[config.mk]
export PLATFORM = sky130hd
export DESIGN_NAME = hp_port
export DESIGN_NICKNAME = d
export VERILOG_FILES = /design/src/rtl/hp_pkg.sv /design/src/rtl/hp_ctrl_regs.sv /design/src/rtl/hp_out_path.sv /design/src/rtl/hp_in_path.sv /design/src/rtl/hp_port.sv
export SDC_FILE = /design/constraint.sdc
export NUM_CORES = 1
export LEC_CHECK = 0
export CORE_MARGIN = 5
export CORE_UTILIZATION = 56
export CTS_CLUSTER_DIAMETER = 60
export DETAILED_ROUTE_END_ITERATION = 8
export DONT_BUFFER_PORTS = 1
export GPL_TIMING_DRIVEN = 0
export PLACE_DENSITY = 0.75
export SYNTH_ARGS = -nofsm -noshare
export SYNTH_HDL_FRONTEND = slang
export SYNTH_SLANG_ARGS = --single-unit
[constraint.sdc]
create_clock -name clk -period 1.5 [get_ports clk]
set_input_delay 0.075 -clock clk [delete_from_list [all_inputs] [get_ports clk]]
set_output_delay 0.075 -clock clk [all_outputs]
set_load 0.02 [all_outputs]
[src/rtl/hp_pkg.sv]
`timescale 1ns/1ps
// hp_pkg: shared constants and types for the host port data channel.
// Assumes a 3-bit host address and an 8-bit host control register layout.
package hp_pkg;
    localparam int HOST_AW = 3;

    localparam logic [HOST_AW-1:0] ADR_CTRL = 3'd0;
    localparam logic [HOST_AW-1:0] ADR_STAT = 3'd1;
    localparam logic [HOST_AW-1:0] ADR_HI   = 3'd6;
    localparam logic [HOST_AW-1:0] ADR_LO   = 3'd7;

    // control register bit positions
    localparam int CB_RREQ  = 0;
    localparam int CB_INIT  = 1;
    localparam int CB_MODE0 = 2;
    localparam int CB_MODE1 = 3;

    // status register bit positions
    localparam int SB_RXFULL = 0;
    localparam int SB_HTXMT  = 1;
    localparam int SB_DMA    = 2;

    typedef enum logic [1:0] {
        XM_OFF   = 2'b00,
        XM_WORD  = 2'b01,
        XM_BYTE  = 2'b10,
        XM_WORD2 = 2'b11
    } xfer_mode_e;
endpackage

[src/rtl/hp_ctrl_regs.sv]
`timescale 1ns/1ps
// hp_ctrl_regs: host control register and local config bits.
// The host control register stores every written bit except the init bit.
// The init bit is a one-cycle command pulse. The local config bits are
// written by a strobe from the local side.
// Assumes: wr_ctrl is a single-cycle decoded host write.
module hp_ctrl_regs
    import hp_pkg::*;
#(
    parameter int BYTE_W = 8
) (
    input  logic              clk,
    input  logic              rst_n,
    input  logic              wr_ctrl,
    input  logic [BYTE_W-1:0] wdata,
    input  logic              cfg_wr,
    input  logic [1:0]        cfg,
    output logic [BYTE_W-1:0] ctrl_rd,
    output logic              rreq,
    output xfer_mode_e        mode,
    output logic              dma_active,
    output logic              init,
    output logic              tie,
    output logic              tdma
);
    localparam logic [BYTE_W-1:0] INIT_MASK = BYTE_W'(1) << CB_INIT;

    logic [BYTE_W-1:0] ctrl_q;

    // host control register: store written value with the init bit dropped
    always_ff @(posedge clk) begin
        if (!rst_n)       ctrl_q <= '0;
        else if (wr_ctrl) ctrl_q <= wdata & ~INIT_MASK;
    end

    // local config bits: interrupt enable and local DMA enable
    always_ff @(posedge clk) begin
        if (!rst_n) begin
            tie  <= 1'b0;
            tdma <= 1'b0;
        end else if (cfg_wr) begin
            tie  <= cfg[0];
            tdma <= cfg[1];
        end
    end

    // field decode of the stored control value
    always_comb begin
        ctrl_rd    = ctrl_q;
        rreq       = ctrl_q[CB_RREQ];
        mode       = xfer_mode_e'({ctrl_q[CB_MODE1], ctrl_q[CB_MODE0]});
        dma_active = (mode != XM_OFF);
        init       = wr_ctrl & wdata[CB_INIT];
    end

    // the init bit is never stored
    p_init_not_kept_r6: assert property (@(posedge clk) disable iff (!rst_n)
        wr_ctrl |=> !ctrl_rd[CB_INIT]);
endmodule

[src/rtl/hp_out_path.sv]
`timescale 1ns/1ps
// hp_out_path: local-to-host direction. Holds the two receive byte windows,
// the receive-full and transmit-empty flags, and the byte pointer used by DMA
// acknowledge reads.
// Assumes: rd_lo and ack arrive already qualified by the access gating.
// Priority at an edge: init, then consumption, then local write.
module hp_out_path #(
    parameter int BYTE_W = 8,
    localparam int WORD_W = 2 * BYTE_W
) (
    input  logic              clk,
    input  logic              rst_n,
    input  logic              loc_wr,
    input  logic [WORD_W-1:0] loc_wdata,
    input  logic              init,
    input  logic              rd_lo,
    input  logic              ack,
    input  logic              word_mode,
    output logic [BYTE_W-1:0] rx_hi,
    output logic [BYTE_W-1:0] rx_lo,
    output logic [BYTE_W-1:0] ack_data,
    output logic              rx_full,
    output logic              tx_empty
);
    logic hi_done;
    logic refill_pend;
    logic wr_acc;
    logic consume;
    logic ack_hi;

    // qualify local writes, consuming reads and high-byte acknowledges
    always_comb begin
        wr_acc   = loc_wr & ~rx_full & ~init;
        ack_hi   = ack & rx_full & word_mode & ~hi_done;
        consume  = rx_full & ~init & (rd_lo | (ack & ~ack_hi));
        ack_data = (word_mode && !hi_done) ? rx_hi : rx_lo;
    end

    // receive byte windows: loaded by an accepted local word
    always_ff @(posedge clk) begin
        if (!rst_n) begin
            rx_hi <= '0;
            rx_lo <= '0;
        end else if (wr_acc) begin
            rx_hi <= loc_wdata[WORD_W-1:BYTE_W];
            rx_lo <= loc_wdata[BYTE_W-1:0];
        end
    end

    // receive-full flag: set by an accepted write, cleared by init or consumption
    always_ff @(posedge clk) begin
        if (!rst_n)       rx_full <= 1'b0;
        else if (init)    rx_full <= 1'b0;
        else if (consume) rx_full <= 1'b0;
        else if (wr_acc)  rx_full <= 1'b1;
    end

    // transmit-empty flag: set by init at once, or one cycle after consumption
    always_ff @(posedge clk) begin
        if (!rst_n) begin
            tx_empty    <= 1'b1;
            refill_pend <= 1'b0;
        end else if (init) begin
            tx_empty    <= 1'b1;
            refill_pend <= 1'b0;
        end else if (wr_acc) begin
            tx_empty    <= 1'b0;
            refill_pend <= 1'b0;
        end else begin
            if (refill_pend) tx_empty <= 1'b1;
            refill_pend <= consume;
        end
    end

    // DMA byte pointer: marks that the high byte went out in word mode
    always_ff @(posedge clk) begin
        if (!rst_n)                         hi_done <= 1'b0;
        else if (init || wr_acc || consume) hi_done <= 1'b0;
        else if (ack_hi)                    hi_done <= 1'b1;
    end

    // an accepted word fills the windows and empties nothing twice
    p_write_fills_r2: assert property (@(posedge clk) disable iff (!rst_n)
        wr_acc |=> (rx_full && !tx_empty));
    // a write while full leaves the windows alone
    p_full_ignores_r2: assert property (@(posedge clk) disable iff (!rst_n)
        (loc_wr && rx_full) |=> ($stable(rx_hi) && $stable(rx_lo)));
    // a consumed word frees the channel on the next edge
    p_consume_clears_r3: assert property (@(posedge clk) disable iff (!rst_n)
        consume |=> (!rx_full && !tx_empty));
    // the refill arrives one cycle after consumption unless a word came in
    p_refill_r3: assert property (@(posedge clk) disable iff (!rst_n)
        (refill_pend && !wr_acc) |=> tx_empty);
    // init frees both flags
    p_init_frees_r6: assert property (@(posedge clk) disable iff (!rst_n)
        init |=> (tx_empty && !rx_full));
endmodule

[src/rtl/hp_in_path.sv]
`timescale 1ns/1ps
// hp_in_path: host-to-local direction. Packs a high byte and a low byte
// written by the host into one word for the local side.
// Assumes: wr_hi and wr_lo are single-cycle decoded host writes.
module hp_in_path #(
    parameter int BYTE_W = 8,
    localparam int WORD_W = 2 * BYTE_W
) (
    input  logic              clk,
    input  logic              rst_n,
    input  logic              wr_hi,
    input  logic              wr_lo,
    input  logic [BYTE_W-1:0] wdata,
    input  logic              loc_rd,
    output logic [WORD_W-1:0] loc_word,
    output logic              loc_valid
);
    logic [BYTE_W-1:0] hi_hold;

    // high byte holding register, written only while the local side is free
    always_ff @(posedge clk) begin
        if (!rst_n)                  hi_hold <= '0;
        else if (wr_hi && !loc_valid) hi_hold <= wdata;
    end

    // packed word and its valid flag
    always_ff @(posedge clk) begin
        if (!rst_n) begin
            loc_word  <= '0;
            loc_valid <= 1'b0;
        end else if (loc_valid) begin
            if (loc_rd) loc_valid <= 1'b0;
        end else if (wr_lo) begin
            loc_word  <= {hi_hold, wdata};
            loc_valid <= 1'b1;
        end
    end

    // a low-byte write into a free channel presents a word
    p_pack_r10: assert property (@(posedge clk) disable iff (!rst_n)
        (wr_lo && !loc_valid) |=> loc_valid);
    // a waiting word is not overwritten by the host
    p_hold_r11: assert property (@(posedge clk) disable iff (!rst_n)
        (loc_valid && !loc_rd) |=> (loc_valid && $stable(loc_word)));
endmodule

[src/rtl/hp_port.sv]
`timescale 1ns/1ps
// hp_port: top of the host port data channel. Decodes host accesses, applies
// the DMA-mode gating to the receive byte windows, builds the status register
// and the read data, and derives the local interrupt, the local DMA request
// and the host request.
// Assumes: one clock, synchronous active-low reset, and host strobes that are
// already synchronous and last one cycle per access.
module hp_port
    import hp_pkg::*;
#(
    parameter int BYTE_W = 8,
    localparam int WORD_W = 2 * BYTE_W
) (
    input  logic                clk,
    input  logic                rst_n,
    input  logic                loc_wr,
    input  logic [WORD_W-1:0]   loc_wdata,
    input  logic                loc_rd,
    output logic [WORD_W-1:0]   loc_rx_word,
    output logic                loc_rx_valid,
    input  logic                loc_cfg_wr,
    input  logic [1:0]          loc_cfg,
    output logic                loc_tx_empty,
    output logic                loc_irq_tx,
    output logic                loc_dreq_tx,
    input  logic [HOST_AW-1:0]  hst_addr,
    input  logic                hst_cs,
    input  logic                hst_rw,
    input  logic                hst_ds,
    input  logic [BYTE_W-1:0]   hst_wdata,
    output logic [BYTE_W-1:0]   hst_rdata,
    input  logic                hst_ack,
    output logic                hst_req
);
    logic              h_rd, h_wr;
    logic              wr_ctrl, wr_hi, wr_lo, rd_lo_ok;
    logic              ack_eff, word_mode;
    logic [BYTE_W-1:0] ctrl_rd, stat_rd, rx_hi, rx_lo, ack_data;
    logic              rreq, dma_active, init, tie, tdma, rx_full;
    xfer_mode_e        mode;

    // host access decode and DMA-mode gating
    always_comb begin
        h_rd      = hst_cs & hst_ds & hst_rw;
        h_wr      = hst_cs & hst_ds & ~hst_rw;
        wr_ctrl   = h_wr & (hst_addr == ADR_CTRL);
        wr_hi     = h_wr & (hst_addr == ADR_HI);
        wr_lo     = h_wr & (hst_addr == ADR_LO);
        rd_lo_ok  = h_rd & (hst_addr == ADR_LO) & ~dma_active;
        ack_eff   = hst_ack & dma_active;
        word_mode = (mode == XM_WORD) || (mode == XM_WORD2);
    end

    hp_ctrl_regs #(.BYTE_W(BYTE_W)) u_ctrl (
        .clk        (clk),
        .rst_n      (rst_n),
        .wr_ctrl    (wr_ctrl),
        .wdata      (hst_wdata),
        .cfg_wr     (loc_cfg_wr),
        .cfg        (loc_cfg),
        .ctrl_rd    (ctrl_rd),
        .rreq       (rreq),
        .mode       (mode),
        .dma_active (dma_active),
        .init       (init),
        .tie        (tie),
        .tdma       (tdma)
    );

    hp_out_path #(.BYTE_W(BYTE_W)) u_out (
        .clk       (clk),
        .rst_n     (rst_n),
        .loc_wr    (loc_wr),
        .loc_wdata (loc_wdata),
        .init      (init),
        .rd_lo     (rd_lo_ok),
        .ack       (ack_eff),
        .word_mode (word_mode),
        .rx_hi     (rx_hi),
        .rx_lo     (rx_lo),
        .ack_data  (ack_data),
        .rx_full   (rx_full),
        .tx_empty  (loc_tx_empty)
    );

    hp_in_path #(.BYTE_W(BYTE_W)) u_in (
        .clk       (clk),
        .rst_n     (rst_n),
        .wr_hi     (wr_hi),
        .wr_lo     (wr_lo),
        .wdata     (hst_wdata),
        .loc_rd    (loc_rd),
        .loc_word  (loc_rx_word),
        .loc_valid (loc_rx_valid)
    );

    // status register assembly
    always_comb begin
        stat_rd            = '0;
        stat_rd[SB_RXFULL] = rx_full;
        stat_rd[SB_HTXMT]  = ~loc_rx_valid;
        stat_rd[SB_DMA]    = dma_active;
    end

    // host read data: acknowledge first, then addressed registers
    always_comb begin
        hst_rdata = '0;
        if (ack_eff) begin
            hst_rdata = ack_data;
        end else if (h_rd) begin
            case (hst_addr)
                ADR_CTRL: hst_rdata = ctrl_rd;
                ADR_STAT: hst_rdata = stat_rd;
                ADR_HI:   hst_rdata = dma_active ? '0 : rx_hi;
                ADR_LO:   hst_rdata = dma_active ? '0 : rx_lo;
                default:  hst_rdata = '0;
            endcase
        end
    end

    // request outputs toward the local processor and the external controller
    always_comb begin
        loc_irq_tx  = tie & ~tdma & loc_tx_empty;
        loc_dreq_tx = tdma & loc_tx_empty;
        hst_req     = dma_active & rreq & rx_full;
    end

    // interrupt and local DMA request never together
    p_irq_or_dma_r5: assert property (@(posedge clk) disable iff (!rst_n)
        !(loc_irq_tx && loc_dreq_tx));
    // a byte-mode acknowledge drops the host request
    p_req_drops_r7: assert property (@(posedge clk) disable iff (!rst_n)
        (hst_req && ack_eff && !word_mode) |=> !hst_req);
    // a blocked window read changes no flag
    p_blocked_read_r8: assert property (@(posedge clk) disable iff (!rst_n)
        (h_rd && dma_active && (hst_addr == ADR_LO) && !hst_ack && !loc_wr)
        |=> ($stable(rx_full) && $stable(loc_tx_empty)));
    // an acknowledge with DMA off changes no flag
    p_ack_ignored_r9: assert property (@(posedge clk) disable iff (!rst_n)
        (hst_ack && !dma_active && !h_rd && !h_wr && !loc_wr)
        |=> $stable(rx_full));
endmodule

==> results of run 1 <==
## worst max-delay path, delay by kind of cell, from the launching register on
| kind | cells | cell delay [ps] |
|---|---|---|
| and+or+nand+nor | 2 | 510 |
| buffers and inverters | 1 | 130 |
| DFF | 1 | 360 |
| AOI/OAI and AO/OA | 1 | 440 |
## final timing paths
| kind | depth (start not counted) | start | to | slack [ps] |
|---|---|---|---|---|
| setup / recovery | 4 | u_ctrl.ctrl_rd[3] | hst_rdata[3] | -330 |
| hold / removal | 2 | hst_wdata[1] | u_out.tx_empty | 30 |
| setup reg to reg | 3 | u_in.loc_valid | u_in.loc_word[7] | 60 |
| hold reg to reg | 2 | u_in.hi_hold[6] | u_in.loc_word[14] | 470 |
## power by group through the flow
stage / combinational, mW / clock (mW) / sequential, mW
finish: 0.379 / 0.887 / 1.53
CTS: 0.352 / 0.892 / 1.52
detailed placement: 0.243 / 0 / 1.56
global placement: 0.239 / 0 / 1.55
floorplan: 0.197 / 0 / 1.54
global route: 0.408 / 0.962 / 1.53
## layer usage
layer | wire length (µm) | vias up | track usage [%]
met1 | 2970 | 1137 | 27.5
met2 | 3880 | 99 | 40.1
met3 | 552 | 18 | 5.84
met5 | 0 | - | 0
met4 | 174 | 0 | 7.26
li1 | - | 1132 | -
## stage by stage
step,instances,area (µm²)
6_report,391,3490
5_1_grt,391,3490
4_1_cts,385,3360
3_5_place_dp,340,2710
3_3_place_gp,340,2710
2_1_floorplan,288,2650
## kinds of logic (layout without fill, tap and decap cells)
group                     count (synthesis)  count (layout)  synth area share, %
AOI/OAI and AO/OA                        51              51                 13.8
xor gates and xnor gates                  1               1                0.338
buffers and inverters                    20              71                 3.37
DFF                                      54              54                 41.7
muxes                                    46              46                 17.8
and+or+nand+nor                         116             116                 23.0
## flip-flops by register name, summed over array words and instances (netlist names)
register	cells
u_in.loc_word	16
u_in.hi_hold	8
u_out.rx_hi	8
u_out.rx_lo	8
u_ctrl.ctrl_rd	7
u_ctrl.tdma	1
u_ctrl.tie	1
u_in.loc_valid	1
u_out.hi_done	1
u_out.refill_pend	1
u_out.rx_full	1
u_out.tx_empty	1
## area by class of cell
cell class	count	area [µm²]	share of cell area (%)
multi-input cells	214	1670	48.0
flip-flops and latches	54	1090	31.3
repair buffers	45	454	13.0
plain buffers	18	106	3.05
clock buffers	6	82.6	2.37
well taps	52	65.1	1.86
clock inverters	2	16.3	0.466
## placed cells by master (no fill, tap or decap), types with 2 or more instances in the layout
cell type,synthesis,layout
sky130_fd_sc_hd__a211oi_1,5,5
sky130_fd_sc_hd__a21boi_0,7,7
sky130_fd_sc_hd__a21oi_1,8,7
sky130_fd_sc_hd__a221oi_4,0,3
sky130_fd_sc_hd__a311oi_4,0,5
sky130_fd_sc_hd__and2_1,3,3
sky130_fd_sc_hd__and3b_1,6,6
sky130_fd_sc_hd__buf_4,1,12
sky130_fd_sc_hd__buf_8,0,4
sky130_fd_sc_hd__clkbuf_1,17,13
sky130_fd_sc_hd__clkbuf_8,0,6
sky130_fd_sc_hd__dfxtp_1,54,50
sky130_fd_sc_hd__dfxtp_2,0,2
sky130_fd_sc_hd__dfxtp_4,0,2
sky130_fd_sc_hd__dlygate4sd3_1,0,30
sky130_fd_sc_hd__mux2i_1,45,45
sky130_fd_sc_hd__nand2_1,67,67
sky130_fd_sc_hd__nand2b_1,3,2
sky130_fd_sc_hd__nand3_1,14,9
sky130_fd_sc_hd__nand3_2,0,4
sky130_fd_sc_hd__nand3b_1,7,7
sky130_fd_sc_hd__nor2_1,2,2
sky130_fd_sc_hd__nor2b_1,5,5
sky130_fd_sc_hd__o21ai_0,11,8
sky130_fd_sc_hd__o21ai_4,0,2
## repair_timing
item	in CTS	in global routing
setup buffers	7	6
pin swaps	9	9
hold endpoints to repair	42	0
hold buffers	30	0
endpoints found under the setup margin	33	23
resized for setup	36	17
cloned	1	1
==> results.toml, run 1 <==
[run_status]
outcome = "complete, but fails checks"
failed_checks = "setup timing"

[yosys]
post_synth_inst_count = 288
yosysMostFrequentCell = "sky130_fd_sc_hd__nand2_1"
postSynth.asyncResetShare_pct = 0
netlist-cell-type-count = 40
synth_largest_type_area_fraction_pct = 41.7
netlist_top_cells_area = "sky130_fd_sc_hd__dfxtp_1, sky130_fd_sc_hd__mux2i_1, sky130_fd_sc_hd__nand2_1"
synth-seq-cells = 54
syn_area_mm2 = 0.00259
yosysWarnings = 0
synth-edff-count = 0
seq_total_area_yosys_pct = 41.7
synthFlopType = "sky130_fd_sc_hd__dfxtp_1"
netlist.top_cell.by_area = "sky130_fd_sc_hd__dfxtp_1"
net_count_synth = 326
synth_commonest_cells = "sky130_fd_sc_hd__nand2_1, sky130_fd_sc_hd__dfxtp_1, sky130_fd_sc_hd__mux2i_1, sky130_fd_sc_hd__clkbuf_1, sky130_fd_sc_hd__nand3_1"
synth_area_per_cell_um2 = 9.01

[setup_path]
cp_data_required_time_ps = 1420
category_of_the_critical_setup_timing_path = "register to primary output"
cp_data_arrival_time_ps = 1760
setup.worst_path.end_class = "primary output"
critical_path_peak_fanout = 5
cpPeakStageDelay_ps = 440
crit_slowest_cell = "sky130_fd_sc_hd__a311oi_4"
critical_path.startpoint_type = "register"
path_cells = "and4bb_4 -> buf_6 -> nand3b_1 -> a311oi_4"

[route]
first_pass_iters = 4
route.vias.total = 2386
wire_per_inst_um = 19.4
antenna_left = 0
remaining_drc_errors = 0
routed_via_density = 6.10
initialDrtViolationCount = 174
postRouteWirelength_mm = 7.58

[cts]
clk_transition_reported_paths_ps = 100
cts_max_level = 2
numCtsBuffers = 5
clockRootBuffer = "sky130_fd_sc_hd__clkbuf_8"
cts_num_sinks = 54
insertion_delay_ps = 310
tritoncts = "yes"
cts_max_path_buffers = 2

[sta]
tightest_pin_transition_ps = 591
timing.max_slew.rel_slack_pct = 60.6
clock.fmax_mhz = 546
postLayoutSetupSlackWorst_ps = -331
hold_viol_final = 0
totalNegativeSetupSlack_ps = -2220
post-route-min-period_ps = 1830
setup_repair_after_global_routing_missed_its_margin = "yes"
clock-skew-final_ps = 5.64
drv_slew = 0
layout_worst_path_cycle_share_pct = 122
final.hold.worst_slack_ps = 25.8
report.final.setup_viol = 8

[final_layout]
finalNetCount = 376
areaGrowthSynthToFinish_pct = 34.5
layout.core_utilization_pct = 79.1
layout_cell_share_with_drive_strength_beyond_1_pct = 17.1
antennaDiodeCount = 0
fill_cells = 290

[floorplanning]
io_pins = 67
dieHeight_um = 78.1
dieArea_mm2 = 0.00609
die_width_um = 78.1
placeableCoreArea_mm2 = 0.00441
std_cell_rows = 24
floorplan.initialDensity_pct = 58.8

[flow_run]
max_cap_violations = 0

[grt]
global_route.overflow_total = 0
groute.usage.overall_pct = 23.0
maximum_number_of_pins_on_one_net_before_global_route_repair = 18
grt_first_pass_wirelength_mm = 11.4
grt_pass1_vias = 2316
antenna_violations_before_repair = 0

[power]
powerDensity_mw_per_mm2 = 801
share_comb_of_total_power_pct = 13.6
total_switching_power_uw = 757
total_leakage_power_nw = 1.33
power.share.sequential_pct = 54.7
power.ir.vdd_worst_uv = 732
pwr-share-clk_pct = 31.7
internal_power_mw = 2.04
total_power_mw = 2.79
switching_part_of_the_total_power_pct = 27.1

[place]
dpl_worst_slack_ps = -308
place_congestion = 0.834
dp.final_hpwl_mm = 4.71
io_buffers = 0

[hold_path]
class_of_the_most_critical_hold_timing_path = "input pin to register"
Note: power is estimated with default switching activity, not from simulation.
==> inputs of run 2 (changes only) <==
--- a/config.mk
+++ b/config.mk
@@ -6,12 +6,12 @@
 export NUM_CORES = 1
 export LEC_CHECK = 0
 export CORE_MARGIN = 5
-export CORE_UTILIZATION = 56
+export CORE_UTILIZATION = 65
 export CTS_CLUSTER_DIAMETER = 60
 export DETAILED_ROUTE_END_ITERATION = 8
 export DONT_BUFFER_PORTS = 1
 export GPL_TIMING_DRIVEN = 0
-export PLACE_DENSITY = 0.75
+export PLACE_DENSITY = 0.82
 export SYNTH_ARGS = -nofsm -noshare
 export SYNTH_HDL_FRONTEND = slang
 export SYNTH_SLANG_ARGS = --single-unit
==> constraint.sdc (replaced) <==
create_clock -name clk -period 2.25 [get_ports clk]
set_input_delay 0.1125 -clock clk [delete_from_list [all_inputs] [get_ports clk]]
set_output_delay 0.1125 -clock clk [all_outputs]
set_load 0.02 [all_outputs]
==> results.toml, run 2 (synthesis gave the netlist of run 1 again) <==
[cts]
tritoncts = "yes"
clk_transition_reported_paths_ps = 100
clockRootBuffer = "sky130_fd_sc_hd__clkbuf_8"
cts_max_path_buffers = 2
insertion_delay_ps = 310
numCtsBuffers = 5
cts_num_sinks = 54
cts_max_level = 2

[sta]
post-route-min-period_ps = 2120
setup_repair_after_global_routing_missed_its_margin = "no"
report.final.setup_viol = 0
drv_slew = 0
timing.max_slew.rel_slack_pct = 28.0
hold_viol_final = 1
clock-skew-final_ps = 15.4
layout_worst_path_cycle_share_pct = 94.1
tightest_pin_transition_ps = 1080
final.hold.worst_slack_ps = -0.141
totalNegativeSetupSlack_ps = 0
clock.fmax_mhz = 472

[final_layout]
layout_cell_share_with_drive_strength_beyond_1_pct = 8.02
layout.core_utilization_pct = 78.1
layout.cells.most_common = "sky130_fd_sc_hd__nand2_1"
layout.cell_area.non_filler_mm2 = 0.00308
flip_flop_count_of_the_largest_register_after_layout = 16
antennaDiodeCount = 0
areaGrowthSynthToFinish_pct = 18.6
fill_cells = 272
most-common-layout-cells = "sky130_fd_sc_hd__nand2_1, sky130_fd_sc_hd__dfxtp_1, sky130_fd_sc_hd__mux2i_1, sky130_fd_sc_hd__dlygate4sd3_1, sky130_fd_sc_hd__clkbuf_1"
largest-register = "u_in.loc_word"
finalNetCount = 361

[place]
io_buffers = 0
dpl-instance-area_mm2 = 0.00266
place_congestion = 0.857
dp.final_hpwl_mm = 4.46

[grt]
maximum_number_of_pins_on_one_net_before_global_route_repair = 18
global_route.overflow_total = 0
grt_first_pass_wirelength_mm = 11.2
grt_pass1_vias = 2372
antenna_violations_before_repair = 0
groute.usage.overall_pct = 26.9

[power]
total_leakage_power_nw = 1.21
power.ir.vdd_worst_uv = 450
power.share.sequential_pct = 57.8
switching_part_of_the_total_power_pct = 26.1
total_switching_power_uw = 460
share_comb_of_total_power_pct = 11.8
internal_power_mw = 1.30
powerDensity_mw_per_mm2 = 573
pwr-share-clk_pct = 30.4

[route]
antenna_left = 0
postRouteWirelength_mm = 6.76
remaining_drc_errors = 0
wire_per_inst_um = 18.1
routed_via_density = 5.99
route.vias.total = 2242
initialDrtViolationCount = 200
first_pass_iters = 4

[hold_path]
class_of_the_most_critical_hold_timing_path = "input pin to register"

[floorplanning]
dieArea_mm2 = 0.00536
die_width_um = 73.2
floorplan.initialDensity_pct = 65.8
dieHeight_um = 73.2
io_pins = 67
placeableCoreArea_mm2 = 0.00394
std_cell_rows = 23

[flow_run]
max_cap_violations = 0

[setup_path]
critical_path_peak_fanout = 9
category_of_the_critical_setup_timing_path = "register to primary output"
critical_path.startpoint_type = "register"
cp_data_arrival_time_ps = 2010
setup.worst_path.end_class = "primary output"
cp_data_required_time_ps = 2140

[run_status]
failed_checks = "hold timing"
outcome = "complete, but fails checks"
-- run 2: cell types whose count changed in the layout (fill, tap and decap cells not counted), moves of 3 or more --
cell	delta
sky130_fd_sc_hd__a311oi_4	-5
sky130_fd_sc_hd__dfxtp_1	+4
sky130_fd_sc_hd__a311oi_2	+4
sky130_fd_sc_hd__nand3_1	+5
sky130_fd_sc_hd__buf_4	-11
sky130_fd_sc_hd__nand3_2	-4
sky130_fd_sc_hd__a221oi_4	-3
sky130_fd_sc_hd__a221oi_2	+3
sky130_fd_sc_hd__buf_8	-4
-- run 2: final cells by class --
| cell class | count | area, µm² | area share [%] |
|---|---|---|---|
| clock inverter | 3 | 18.8 | 0.610 |
| tap | 50 | 62.6 | 2.03 |
| timing repair buffer | 28 | 280 | 9.11 |
| sequential | 54 | 1080 | 35.1 |
| buffer | 20 | 90.1 | 2.93 |
| multi-input combinational | 214 | 1480 | 48.0 |
| clock buffer | 5 | 68.8 | 2.24 |
-- run 2: worst paths after layout --
| kind | to | start | depth (start not counted) | slack [ps] |
|---|---|---|---|---|
| max | hst_rdata[1] | u_out.hi_done | 4 | 130 |
| min reg2reg | u_out.tx_empty | u_out.refill_pend | 2 | 470 |
| max reg2reg | u_out.rx_lo[7] | u_out.rx_full | 4 | 400 |
| min | u_in.loc_word[1] | hst_wdata[1] | 2 | -0.1 |
-- run 2: repair_timing --
action                                 CTS  global route
resized for setup                        8             5
buffers inserted                         0             0
pin swaps                                0             1
setup endpoints to repair                8             8
hold buffers                            28             0
endpoints found under the hold margin   40             0
-- run 2: per-stage QoR --
step,worst slack [ps],power (mW),instances
after detailed placement,172,1.19,338
after global routing,33.3,1.84,374
after CTS,20.2,1.76,374
after global placement,164,1.19,338
after floorplan,442,1.16,288
final,132,1.76,374
-- run 2: per-layer routing --
layer / GRT usage [%] / up-vias / share of wire, %
li1: - / 1102 / -
met1: 30.6 / 1056 / 42
met2: 48.6 / 70 / 50
met3: 7.71 / 14 / 6.6
met4: 6.97 / 0 / 1.8
met5: 0 / - / 0
-- run 2: critical path, cell delays in order (launching register included) --
cell	delay [ps]
sky130_fd_sc_hd__dfxtp_1	440
sky130_fd_sc_hd__nand2b_1	140
sky130_fd_sc_hd__clkbuf_1	400
sky130_fd_sc_hd__mux2i_1	190
sky130_fd_sc_hd__a221oi_2	540
-- run 2: power by group through the flow --
stage | logic (mW) | clock network [mW] | registers (mW)
global route | 0.227 | 0.586 | 1.02
finish | 0.208 | 0.536 | 1.02
CTS | 0.203 | 0.544 | 1.02
detailed placement | 0.156 | 0 | 1.04
floorplan | 0.127 | 0 | 1.03
global placement | 0.153 | 0 | 1.04
==> inputs of run 3 (changes only) <==
--- a/config.mk
+++ b/config.mk
@@ -5,6 +5,7 @@
 export SDC_FILE = /design/constraint.sdc
 export NUM_CORES = 1
 export LEC_CHECK = 0
+export ABC_AREA = 1
 export CORE_MARGIN = 5
 export CORE_UTILIZATION = 65
 export CTS_CLUSTER_DIAMETER = 60
==> results.toml, run 3 <==
[sta]
postLayoutSetupSlackWorst_ps = 264
tightest_pin_transition_ps = 694
final.hold.worst_slack_ps = -2.91
timing.max_slew.rel_slack_pct = 53.3
clock-skew-final_ps = 5.56
setup_repair_after_global_routing_missed_its_margin = "no"
layout_worst_path_cycle_share_pct = 88.3
totalNegativeSetupSlack_ps = 0
report.final.setup_viol = 0
clock.fmax_mhz = 503
hold_viol_final = 1
post-route-min-period_ps = 1990
drv_slew = 0

[place]
io_buffers = 0
dp.final_hpwl_mm = 4.70
place_congestion = 0.842
dpl_worst_slack_ps = 654
numPlacedInstances = 426
dpl-instance-area_mm2 = 0.00267

[grt]
grt_first_pass_wirelength_mm = 11.1
maximum_number_of_pins_on_one_net_before_global_route_repair = 18
global_route.overflow_total = 0
groute.usage.overall_pct = 26.3
antenna_violations_before_repair = 0
grt_pass1_vias = 2414

[power]
power.ir.vdd_worst_uv = 498
total_power_mw = 1.80
power.share.sequential_pct = 56.6
powerDensity_mw_per_mm2 = 615
total_leakage_power_nw = 1.24
internal_power_mw = 1.32
share_comb_of_total_power_pct = 11.0
switching_part_of_the_total_power_pct = 26.8
pwr-share-clk_pct = 32.5
total_switching_power_uw = 484

[route]
wire_per_inst_um = 15.2
routed_via_density = 5.72
postRouteWirelength_mm = 6.85
antenna_left = 0
route.vias.total = 2574
initialDrtViolationCount = 220
first_pass_iters = 5
remaining_drc_errors = 0

[run_status]
outcome = "complete, but fails checks"
failed_checks = "hold timing"

[cts]
cts_num_sinks = 54
cts_max_level = 2
cts.repair_timing.setup_buffer_count = 0
insertion_delay_ps = 310
numCtsBuffers = 5
clockRootBuffer = "sky130_fd_sc_hd__clkbuf_8"
cts_max_path_buffers = 2
clk_transition_reported_paths_ps = 100
tritoncts = "yes"

[final_layout]
areaGrowthSynthToFinish_pct = 12.3
layout_cell_share_with_drive_strength_beyond_1_pct = 10.3
finalNetCount = 437
layout.cell_area.non_filler_mm2 = 0.00293
fin_cells = 450
layout.core_utilization_pct = 74.4
layout.cells.most_common = "sky130_fd_sc_hd__nand2_1"
largest-register = "u_in.loc_word"
antennaDiodeCount = 0
most-common-layout-cells = "sky130_fd_sc_hd__nand2_1, sky130_fd_sc_hd__dfxtp_1, sky130_fd_sc_hd__nand3_1, sky130_fd_sc_hd__a21oi_1, sky130_fd_sc_hd__nor2_1"
flip_flop_count_of_the_largest_register_after_layout = 16

[yosys]
synth_largest_type_area_fraction_pct = 41.4
net_count_synth = 414
seq_total_area_yosys_pct = 41.4
synth-seq-cells = 54
postSynth.asyncResetShare_pct = 0
synth-compound-area-share_pct = 15.5
post_synth_inst_count = 376
netlist-cell-type-count = 26
yosys-mux-area-fraction_pct = 0
synthFlopType = "sky130_fd_sc_hd__dfxtp_1"
post_synth_and_or_nand_nor_area_fraction_pct = 34.2
netlist_top_cells_area = "sky130_fd_sc_hd__dfxtp_1, sky130_fd_sc_hd__nand2_1, sky130_fd_sc_hd__nand3_1"
syn_area_mm2 = 0.00261
yosysWarnings = 0
synth_fa_ha_area_share_pct = 0
netlist.top_cell.by_area = "sky130_fd_sc_hd__dfxtp_1"
yosysMostFrequentCell = "sky130_fd_sc_hd__nand2_1"
synth_area_per_cell_um2 = 6.94
largest_family_of_logic_cells_by_synthesized_area = "simple AND/OR/NAND/NOR gates"
synth_commonest_cells = "sky130_fd_sc_hd__nand2_1, sky130_fd_sc_hd__dfxtp_1, sky130_fd_sc_hd__nand3_1, sky130_fd_sc_hd__a21oi_1, sky130_fd_sc_hd__nor2_1"
yosys.area_share.xor_xnor_pct = 0.336
synth-edff-count = 0

[hold_path]
hold_path_startpoint = "hst_wdata[3]"
min_delay_path_depth = 2
class_of_the_most_critical_hold_timing_path = "input pin to register"
worstHoldEndpoint = "u_ctrl.ctrl_rd[3]"

[setup_path]
r2r_cells = 5
cp_data_arrival_time_ps = 1870
setup.worst_path.end_class = "primary output"
critical_path.startpoint_type = "register"
r2r-end = "u_in.loc_word[7]"
crit_buf_inv = 0
crit_slowest_cell = "sky130_fd_sc_hd__nor3b_2"
category_of_the_critical_setup_timing_path = "register to primary output"
path_cells = "nor2_2 -> nor2_2 -> nor3b_2 -> nand2_1 -> nand2_1"
cp_data_required_time_ps = 2140
cpPeakStageDelay_ps = 510
worst_r2r_startpoint = "u_in.loc_valid"
worst-r2r-setup-slack_ps = 770
critical_path_peak_fanout = 10
critical_path.top_delay_family = "simple AND/OR/NAND/NOR gates"

[floorplanning]
dieHeight_um = 73.4
die_width_um = 73.4
std_cell_rows = 23
placeableCoreArea_mm2 = 0.00394
io_pins = 67
floorplan.initialDensity_pct = 66.2
dieArea_mm2 = 0.00538

[flow_run]
max_cap_violations = 0
==> run 3: cell types whose count changed after synthesis, moves of 7 or more <==
cell	before	now
sky130_fd_sc_hd__nor2_1	2	38
sky130_fd_sc_hd__mux2i_1	45	0
sky130_fd_sc_hd__a21boi_0	7	0
sky130_fd_sc_hd__nand3_1	14	49
sky130_fd_sc_hd__a311oi_1	7	0
sky130_fd_sc_hd__inv_1	0	26
sky130_fd_sc_hd__a21oi_1	8	44
sky130_fd_sc_hd__o21ai_0	11	20
sky130_fd_sc_hd__clkbuf_1	17	6
sky130_fd_sc_hd__nand2_1	67	92
==> run 3: how the worst max path moves through the flow <==
stage,from,cells past startpoint,end,slack [ps]
after detailed placement,u_ctrl.ctrl_rd[2],5,hst_rdata[1],650
after global placement,u_ctrl.ctrl_rd[2],5,hst_rdata[0],700
after global routing,u_ctrl.ctrl_rd[2],5,hst_rdata[6],200
after CTS,u_ctrl.ctrl_rd[2],5,hst_rdata[1],300
after floorplan,u_ctrl.ctrl_rd[2],5,hst_rdata[0],940
final,u_ctrl.ctrl_rd[2],5,hst_rdata[1],260
==> run 3: repair_timing <==
item / 4_1_cts / 5_1_grt
hold buffers: 16 / 0
resized for setup: 0 / 0
hold endpoints to repair: 26 / 0
==> run 3: area by class of cell <==
type / count / area (µm²)
Buffer: 15 / 93.8
Clock buffer: 6 / 82.6
Clock inverter: 2 / 16.3
Fill cell: 310 / 1010
Inverter: 34 / 129
Multi-Input combinational cell: 273 / 1310
Sequential cell: 54 / 1080
Tap cell: 50 / 62.6
Timing Repair Buffer: 16 / 160
==> run 3: logic make-up (layout without fill, tap and decap cells) <==
group | count (synthesis) | after routing
DFF | 54 | 54
and+or+nand+nor | 197 | 197
AOI/OAI and AO/OA | 75 | 75
xor gates and xnor gates | 1 | 1
buffers and inverters | 49 | 73
==> run 3: routing by layer <==
| metal | routed length (µm) | up-vias | GRT usage, % |
|---|---|---|---|
| li1 | - | 1276 | - |
| met2 | 3050 | 110 | 40.8 |
| met5 | 0 | - | 0 |
| met1 | 3040 | 1169 | 35.5 |
| met3 | 569 | 19 | 5.06 |
| met4 | 196 | 0 | 11.9 |
==> run 3: power by group through the flow <==
stage | combinational, mW | clock (mW) | sequential [mW]
3_5_place_dp | 0.165 | 0 | 1.04
5_1_grt | 0.221 | 0.617 | 1.02
2_1_floorplan | 0.136 | 0 | 1.03
3_3_place_gp | 0.160 | 0 | 1.04
6_report | 0.198 | 0.585 | 1.02
4_1_cts | 0.194 | 0.583 | 1.02
==> run 3: worst reg2reg max path, cell delays in order (launching register included) <==
cell and delay, ps:
sky130_fd_sc_hd__dfxtp_1 420, sky130_fd_sc_hd__nor2_2 340, sky130_fd_sc_hd__nand2_2 200, sky130_fd_sc_hd__buf_6 190, sky130_fd_sc_hd__nand2_1 100, sky130_fd_sc_hd__a21oi_1 90
